### src/rtl/psr_pkg.sv
`timescale 1ns/1ps
package psr_pkg;

  typedef enum logic [3:0] {
    ST_INIT,
    ST_DUM_LO,
    ST_DUM_HI,
    ST_IDLE,
    ST_REQ,
    ST_LEAD,
    ST_AR_LOW,
    ST_AR_TAIL,
    ST_CR_LOW,
    ST_CR_HI,
    ST_SR_LOW,
    ST_SR_EXIT
  } psr_state_e;

  typedef enum logic {
    STYLE_STROBE = 1'b0,
    STYLE_ROW    = 1'b1
  } psr_style_e;

  function automatic int max3(input int a, input int b, input int c);
    int m;
    m = (a > b) ? a : b;
    return (m > c) ? m : c;
  endfunction

endpackage

### src/rtl/psr_tick_timer.sv
`timescale 1ns/1ps
module psr_tick_timer #(
  parameter int INTERVAL_CYC = 3120
) (
  input  logic clk,
  input  logic rst_n,
  input  logic run,
  output logic tick
);
  localparam int CW = (INTERVAL_CYC > 2) ? $clog2(INTERVAL_CYC) : 1;
  localparam logic [CW-1:0] LAST = CW'(INTERVAL_CYC - 1);

  logic [CW-1:0] count;

  always_ff @(posedge clk) begin
    if (!rst_n || !run) begin
      count <= '0;
    end else if (count == LAST) begin
      count <= '0;
    end else begin
      count <= count + 1'b1;
    end
  end

  assign tick = run && (count == LAST);
endmodule

### src/rtl/psr_row_ctr.sv
`timescale 1ns/1ps
module psr_row_ctr #(
  parameter int ROW_BITS = 9
) (
  input  logic                clk,
  input  logic                rst_n,
  input  logic                inc,
  output logic [ROW_BITS-1:0] row
);
  always_ff @(posedge clk) begin
    if (!rst_n) begin
      row <= '0;
    end else if (inc) begin
      row <= row + 1'b1;
    end
  end
endmodule

### src/rtl/psr_fsm.sv
`timescale 1ns/1ps
module psr_fsm
  import psr_pkg::*;
#(
  parameter int INIT_WAIT_CYC  = 20000,
  parameter int DUMMY_CNT      = 8,
  parameter int CE_LOW_CYC     = 12,
  parameter int CE_PRE_CYC     = 8,
  parameter int RF_LOW_CYC     = 6,
  parameter int RF_PRE_CYC     = 6,
  parameter int AUTO_CYCLE_CYC = 20,
  parameter int CE_LEAD_CYC    = 6,
  parameter int CE_HOLD_CYC    = 4,
  parameter int SELF_MIN_CYC   = 1600,
  parameter int SELF_EXIT_CYC  = 28
) (
  input  logic       clk,
  input  logic       rst_n,
  input  logic       lp_req,
  input  logic       ref_style,
  input  logic       bus_gnt,
  input  logic       tick,
  output psr_state_e state,
  output logic       row_inc,
  output logic       timer_run,
  output logic       overrun
);
  localparam int AUTO_TAIL = max3(RF_PRE_CYC, CE_HOLD_CYC, AUTO_CYCLE_CYC - RF_LOW_CYC);
  localparam int SPAN = INIT_WAIT_CYC + SELF_MIN_CYC + SELF_EXIT_CYC + CE_LOW_CYC
                      + CE_PRE_CYC + RF_LOW_CYC + AUTO_TAIL + CE_LEAD_CYC;
  localparam int CNT_W = $clog2(SPAN + 1);
  localparam int DC_W  = $clog2(DUMMY_CNT + 1);

  localparam logic [CNT_W-1:0] L_INIT  = CNT_W'(INIT_WAIT_CYC - 1);
  localparam logic [CNT_W-1:0] L_CELO  = CNT_W'(CE_LOW_CYC - 1);
  localparam logic [CNT_W-1:0] L_CEPRE = CNT_W'(CE_PRE_CYC - 1);
  localparam logic [CNT_W-1:0] L_LEAD  = CNT_W'(CE_LEAD_CYC - 1);
  localparam logic [CNT_W-1:0] L_ARLO  = CNT_W'(RF_LOW_CYC - 1);
  localparam logic [CNT_W-1:0] L_TAIL  = CNT_W'(AUTO_TAIL - 1);
  localparam logic [CNT_W-1:0] L_SMIN  = CNT_W'(SELF_MIN_CYC - 1);
  localparam logic [CNT_W-1:0] L_SEXIT = CNT_W'(SELF_EXIT_CYC - 1);
  localparam logic [DC_W-1:0]  D_LAST  = DC_W'(DUMMY_CNT - 1);

  psr_state_e       st;
  logic [CNT_W-1:0] cnt;
  logic [DC_W-1:0]  dcnt;
  logic             go_self;
  logic             use_row;
  logic             pending;
  logic             done;
  logic             start;

  assign done  = (cnt == '0);
  assign start = (st == ST_REQ) && bus_gnt;

  always_ff @(posedge clk) begin
    if (!rst_n) begin
      st      <= ST_INIT;
      cnt     <= L_INIT;
      dcnt    <= '0;
      go_self <= 1'b0;
      use_row <= 1'b0;
      pending <= 1'b0;
      overrun <= 1'b0;
    end else begin
      pending <= start ? 1'b0 : (pending | tick);
      if (tick && pending && !start) begin
        overrun <= 1'b1;
      end
      if (!done) begin
        cnt <= cnt - 1'b1;
      end
      case (st)
        ST_INIT: if (done) begin
          st  <= ST_DUM_LO;
          cnt <= L_CELO;
        end
        ST_DUM_LO: if (done) begin
          st  <= ST_DUM_HI;
          cnt <= L_CEPRE;
        end
        ST_DUM_HI: if (done) begin
          if (dcnt == D_LAST) begin
            st <= ST_IDLE;
          end else begin
            dcnt <= dcnt + 1'b1;
            st   <= ST_DUM_LO;
            cnt  <= L_CELO;
          end
        end
        ST_IDLE: begin
          use_row <= ref_style;
          if (pending || tick) begin
            go_self <= 1'b0;
            st      <= ST_REQ;
          end else if (lp_req) begin
            go_self <= 1'b1;
            st      <= ST_REQ;
          end
        end
        ST_REQ: if (bus_gnt) begin
          st  <= ST_LEAD;
          cnt <= L_LEAD;
        end
        ST_LEAD: if (done) begin
          if (go_self) begin
            st  <= ST_SR_LOW;
            cnt <= L_SMIN;
          end else if (use_row == STYLE_ROW) begin
            st  <= ST_CR_LOW;
            cnt <= L_CELO;
          end else begin
            st  <= ST_AR_LOW;
            cnt <= L_ARLO;
          end
        end
        ST_AR_LOW: if (done) begin
          st  <= ST_AR_TAIL;
          cnt <= L_TAIL;
        end
        ST_AR_TAIL: if (done) st <= ST_IDLE;
        ST_CR_LOW: if (done) begin
          st  <= ST_CR_HI;
          cnt <= L_CEPRE;
        end
        ST_CR_HI: if (done) st <= ST_IDLE;
        ST_SR_LOW: if (done && !lp_req) begin
          st  <= ST_SR_EXIT;
          cnt <= L_SEXIT;
        end
        ST_SR_EXIT: if (done) st <= ST_IDLE;
        default: st <= ST_IDLE;
      endcase
    end
  end

  assign state     = st;
  assign row_inc   = (st == ST_CR_LOW) && done;
  assign timer_run = !(st inside {ST_INIT, ST_DUM_LO, ST_DUM_HI, ST_SR_LOW, ST_SR_EXIT});
endmodule

### src/rtl/psr_refresh_mgr.sv
`timescale 1ns/1ps
module psr_refresh_mgr
  import psr_pkg::*;
#(
  parameter int INIT_WAIT_CYC    = 20000,
  parameter int DUMMY_CNT        = 8,
  parameter int CE_LOW_CYC       = 12,
  parameter int CE_PRE_CYC       = 8,
  parameter int REF_INTERVAL_CYC = 3120,
  parameter int RF_LOW_CYC       = 6,
  parameter int RF_PRE_CYC       = 6,
  parameter int AUTO_CYCLE_CYC   = 20,
  parameter int CE_LEAD_CYC      = 6,
  parameter int CE_HOLD_CYC      = 4,
  parameter int SELF_MIN_CYC     = 1600,
  parameter int SELF_EXIT_CYC    = 28,
  parameter int ROW_BITS         = 9
) (
  input  logic                clk,
  input  logic                rst_n,
  input  logic                lp_req,
  input  logic                ref_style,
  input  logic                bus_gnt,
  output logic                bus_req,
  output logic                ce_n,
  output logic                rfsh_n,
  output logic [ROW_BITS-1:0] row_addr,
  output logic                init_done,
  output logic                self_active,
  output logic                overrun
);
  psr_state_e state;
  logic       tick;
  logic       timer_run;
  logic       row_inc;

  psr_tick_timer #(.INTERVAL_CYC(REF_INTERVAL_CYC)) u_timer (
    .clk  (clk),
    .rst_n(rst_n),
    .run  (timer_run),
    .tick (tick)
  );

  psr_row_ctr #(.ROW_BITS(ROW_BITS)) u_row (
    .clk  (clk),
    .rst_n(rst_n),
    .inc  (row_inc),
    .row  (row_addr)
  );

  psr_fsm #(
    .INIT_WAIT_CYC (INIT_WAIT_CYC),
    .DUMMY_CNT     (DUMMY_CNT),
    .CE_LOW_CYC    (CE_LOW_CYC),
    .CE_PRE_CYC    (CE_PRE_CYC),
    .RF_LOW_CYC    (RF_LOW_CYC),
    .RF_PRE_CYC    (RF_PRE_CYC),
    .AUTO_CYCLE_CYC(AUTO_CYCLE_CYC),
    .CE_LEAD_CYC   (CE_LEAD_CYC),
    .CE_HOLD_CYC   (CE_HOLD_CYC),
    .SELF_MIN_CYC  (SELF_MIN_CYC),
    .SELF_EXIT_CYC (SELF_EXIT_CYC)
  ) u_fsm (
    .clk      (clk),
    .rst_n    (rst_n),
    .lp_req   (lp_req),
    .ref_style(ref_style),
    .bus_gnt  (bus_gnt),
    .tick     (tick),
    .state    (state),
    .row_inc  (row_inc),
    .timer_run(timer_run),
    .overrun  (overrun)
  );

  assign bus_req     = (state != ST_IDLE);
  assign ce_n        = !(state inside {ST_DUM_LO, ST_CR_LOW});
  assign rfsh_n      = !(state inside {ST_AR_LOW, ST_SR_LOW});
  assign init_done   = !(state inside {ST_INIT, ST_DUM_LO, ST_DUM_HI});
  assign self_active = (state == ST_SR_LOW);
endmodule

### config.mk
export PLATFORM = sky130hd
export DESIGN_NAME = psr_refresh_mgr
export DESIGN_NICKNAME = d
export VERILOG_FILES = /design/src/rtl/psr_pkg.sv /design/src/rtl/psr_tick_timer.sv /design/src/rtl/psr_row_ctr.sv /design/src/rtl/psr_fsm.sv /design/src/rtl/psr_refresh_mgr.sv
export SDC_FILE = /design/constraint.sdc
export NUM_CORES = 1
export LEC_CHECK = 0
export CORE_ASPECT_RATIO = 1.25
export CORE_UTILIZATION = 55
export CTS_BUF_LIST = sky130_fd_sc_hd__clkbuf_4 sky130_fd_sc_hd__clkbuf_8
export CTS_CLUSTER_DIAMETER = 100
export DETAILED_ROUTE_END_ITERATION = 8
export PLACE_DENSITY = 0.75
export SETUP_SLACK_MARGIN = 0.3
export SLEW_MARGIN = 40
export SYNTH_ARGS = -nofsm -noshare
export SYNTH_HDL_FRONTEND = slang
export SYNTH_HIERARCHICAL = 1
export SYNTH_SLANG_ARGS = --single-unit
### constraint.sdc
create_clock -name clk -period 3.15 [get_ports clk]
set_clock_uncertainty 0.1 [all_clocks]
set_input_delay 0.63 -clock clk [delete_from_list [all_inputs] [get_ports clk]]
set_output_delay 0.63 -clock clk [all_outputs]
set_load 0.02 [all_outputs]
==> impl_metrics.sql <==
INSERT INTO impl_metrics (metric_group, metric, value, unit) VALUES
('critical_path', 'worst_path_max_delay_cell', 'nor4_2', ''),
('global_routing', 'grt_first_pass_wirelength', '10340', 'um'),
('synthesis', 'synth_top_cells_by_area', 'dfxtp_1, o21ai_0, nor2_1', ''),
('critical_path', 'r2r-end', 'u_row/row[7]', ''),
('synthesis', 'postSynthRegisterBits', '48', ''),
('clock_network', 'clk_pin_slew', '100', 'ps'),
('synthesis', 'yosys_warnings', '6', ''),
('die', 'die_area', '5387', 'sq um'),
('synthesis', 'postSynthNetCount', '353', ''),
('layout', 'final.fill_count', '412', ''),
('synthesis', 'synth_async_sr_flop_share', '0', '%'),
('clock_network', 'cts_sinks', '48', ''),
('pwr', 'p_total', '1.110', 'mW'),
('placement', 'cell_area_after_placement', '3085', 'sq um'),
('critical_path', 'crit_path_start_kind', 'flop', ''),
('sta', 'slew-limit-headroom', '59.01', '%'),
('global_routing', 'first_global_vias', '2281', ''),
('synthesis', 'synthDominantCellAreaShare', '34.29', '%'),
('pwr', 'power.density', '341.7', 'nW/um^2'),
('global_routing', 'grt.total_usage', '24.56', '%'),
('route', 'ant_nets', '0', ''),
('layout', 'final_layout_size_suffix_gt1_share', '10.66', '%'),
('synthesis', 'post_synth_num_cell_types', '62', ''),
('sta', 'hold_violations', '0', ''),
('critical_path', 'worst-path-max-fanout', '8', ''),
('clock_network', 'htree_levels', '2', ''),
('die', 'placement_rows', '28', ''),
('clock_network', 'cts_inserted_buffers', '5', ''),
('route', 'wirelength', '6302', 'um'),
('critical_path', 'slowest_delay', '530', 'ps'),
('flow_run', 'maxCapViolations', '0', ''),
('clock_network', 'clock_tree.root_cell', 'clkbuf_8', ''),
('layout', 'diodes', '0', ''),
('sta', 'setup_violations', '0', ''),
('worst_hold_path', 'timing.hold.worst.class', 'reg -> reg', ''),
('sta', 'drv_slew', '0', ''),
('global_routing', 'global_route.overflow_total', '0', ''),
('route', 'detail_route.first_pass.iterations', '4', ''),
('die', 'dieWidth', '65.85', 'um'),
('critical_path', 'critical_path.reg2reg.startpoint', 'u_fsm/cnt[4]', ''),
('synthesis', 'yosysTopAreaCell', 'dfxtp_1', ''),
('worst_hold_path', 'worstHoldPathCells', '1', ''),
('route', 'drt_drc_violations_left', '0', ''),
('route', 'detailroute.via_count', '2669', ''),
('clock_network', 'ctsLongestPathBuffers', '2', ''),
('synthesis', 'postSynthAreaPerCell', '8.195', 'sq um'),
('pwr', 'vdd_drop_max', '268.2', 'uV'),
('route', 'routed_length_per_placed_instance', '14.79', 'um'),
('critical_path', 'worstRegToRegCells', '8', ''),
('pwr', 'total_leakage_power', '1.091', 'nW'),
('worst_hold_path', 'worstHoldStart', 'u_timer/count[0]', ''),
('worst_hold_path', 'hold_end', 'u_timer/count[0]', ''),
('die', 'die_height', '81.81', 'um'),
('critical_path', 'register_to_register_setup_slack', '440', 'ps'),
('critical_path', 'critPathKind', 'reg -> reg', ''),
('placement', 'detail_placement_hpwl', '4457', 'um'),
('clock_network', 'clk-insertion-delay-late', '310', 'ps'),
('critical_path', 'timing.critical_path.arrival', '2860', 'ps'),
('synthesis', 'synth_enable_flop_cells', '0', ''),
('route', 'drt_iter0_markers', '167', ''),
('sta', 'period_minus_ws_final', '2707', 'ps'),
('status', 'status', 'finished, final reports clean', ''),
('sta', 'finalSetupTns', '0', 'ps'),
('synthesis', 'synthFlopType', 'dfxtp_1', ''),
('global_routing', 'grt_max_degree', '31', ''),
('placement', 'numPortBuffers', '19', ''),
('route', 'drt-vias-per-instance', '6.265', ''),
('sta', 'fin_crit_sh', '85.94', '%'),
('die', 'core', '4800', 'sq um'),
('clock_network', 'tritoncts', 'done', ''),
('layout', 'flow.area_growth_from_synthesis', '15.89', '%');
==> logic make-up after synthesis <==
logic type / after synthesis / synth area share (%)
flops: 48 / 34.29
mux: 2 / 0.7143
simple gates: 162 / 33.44
xor+xnor: 18 / 5.625
fa+ha+maj: 6 / 2.679
buf+inv: 23 / 3.393
compound gates: 83 / 19.87
==> area by class of cell <==
| cell class | instances | area (sq um) | area share [%] |
|---|---|---|---|
| clock buffers | 5 | 68.82 | 2.119 |
| clock inverters | 3 | 47.55 | 1.464 |
| inverters | 8 | 30.03 | 0.9245 |
| multi-input cells | 271 | 1785 | 54.97 |
| flip-flops and latches | 48 | 960.9 | 29.58 |
| well taps | 60 | 75.07 | 2.311 |
| repair buffers | 31 | 280.3 | 8.629 |
==> sequential cells by signal, summed over array words and instances (netlist names) <==
name	count
u_fsm/use_row	1
u_fsm/pending	1
u_row/row	9
u_timer/count	12
u_fsm/dcnt	4
u_fsm/state	4
u_fsm/cnt	15
u_fsm/go_self	1
u_fsm/overrun	1
==> layout by cell type (no fill, tap or decap), types with 7 or more instances in the layout <==
cell type | Yosys | routed
clkdlybuf4s50_1 | 0 | 19
inv_1 | 8 | 8
nor2_1 | 33 | 33
o21ai_0 | 25 | 25
buf_4 | 0 | 12
nand3_1 | 9 | 8
xnor2_1 | 12 | 12
dfxtp_1 | 48 | 48
o31ai_1 | 7 | 7
and2_1 | 8 | 8
nor3_1 | 13 | 13
nand2_1 | 24 | 24
nand4_1 | 13 | 13
or3_1 | 15 | 15
a21oi_1 | 17 | 17
==> metal layers <==
metal	global-route usage [%]	vias to the layer above	part of all wire (%)
met1	32.42	1257	46
met3	4.722	13	5.0
li1	-	1323	-
met2	38.67	76	47
met4	10.65	0	2.0
met5	0	-	0
==> cells in the mapped netlist (all sizes together) (3+ instances only) <==
| library cell | count |
|---|---|
| a21boi | 5 |
| a21o | 5 |
| a21oi | 17 |
| a31oi | 4 |
| and2 | 8 |
| clkbuf | 13 |
| dfxtp | 48 |
| ha | 6 |
| inv | 8 |
| nand2 | 24 |
| nand2b | 5 |
| nand3 | 10 |
| nand3b | 3 |
| nand4 | 14 |
| nor2 | 33 |
| nor2b | 4 |
| nor3 | 13 |
| nor4 | 5 |
| nor4b | 5 |
| o211ai | 3 |
| o21ai | 25 |
| o31ai | 7 |
| or2 | 3 |
| or3 | 18 |
| or4 | 7 |
| xnor2 | 12 |
| xor2 | 6 |
==> critical path: cells and delay by family (launching register included) <==
family	cells	cell delay, ps
AOI/OAI and AO/OA	1	150
and+or+nand+nor	6	1800
buffers and inverters	1	190
DFF	1	390
==> stage by stage <==
step / util, % / instances / setup slack [ps]
2_1_floorplan: - / 342 / 449.4
3_3_place_gp: 64.29 / 417 / 417.8
3_5_place_dp: 64.29 / 417 / 339.7
4_1_cts: 66.71 / 425 / 312.5
5_1_grt: 67.67 / 426 / 288.4
6_report: 67.67 / 426 / 443.0
==> how the worst max path moves through the flow <==
stage | startpoint | slack [ps] | endpoint
finish | u_fsm/cnt[4] | 440 | u_row/row[7]
floorplan | u_fsm/state[3] | 450 | u_fsm/state[0]
detailed placement | u_fsm/cnt[8] | 340 | u_row/row[7]
CTS | u_fsm/cnt[8] | 310 | u_row/row[7]
global placement | u_fsm/cnt[8] | 420 | u_row/row[8]
global route | u_fsm/cnt[4] | 290 | u_row/row[7]
==> report_power, final <==
part	internal (mW)	leakage (nW)	total [mW]	switching, mW
Combinational	0.0173	0.646	0.0390	0.0217
Sequential	0.610	0.387	0.614	0.00402
Clock	0.239	0.0583	0.457	0.218
Total	0.866	1.09	1.11	0.244
==> timing repair <==
item,in CTS,in global routing
hold endpoints to repair,0,0
setup buffers,0,1
resized for setup,0,6
setup endpoints to repair,0,8
Note: power is estimated with default switching activity, not from simulation.
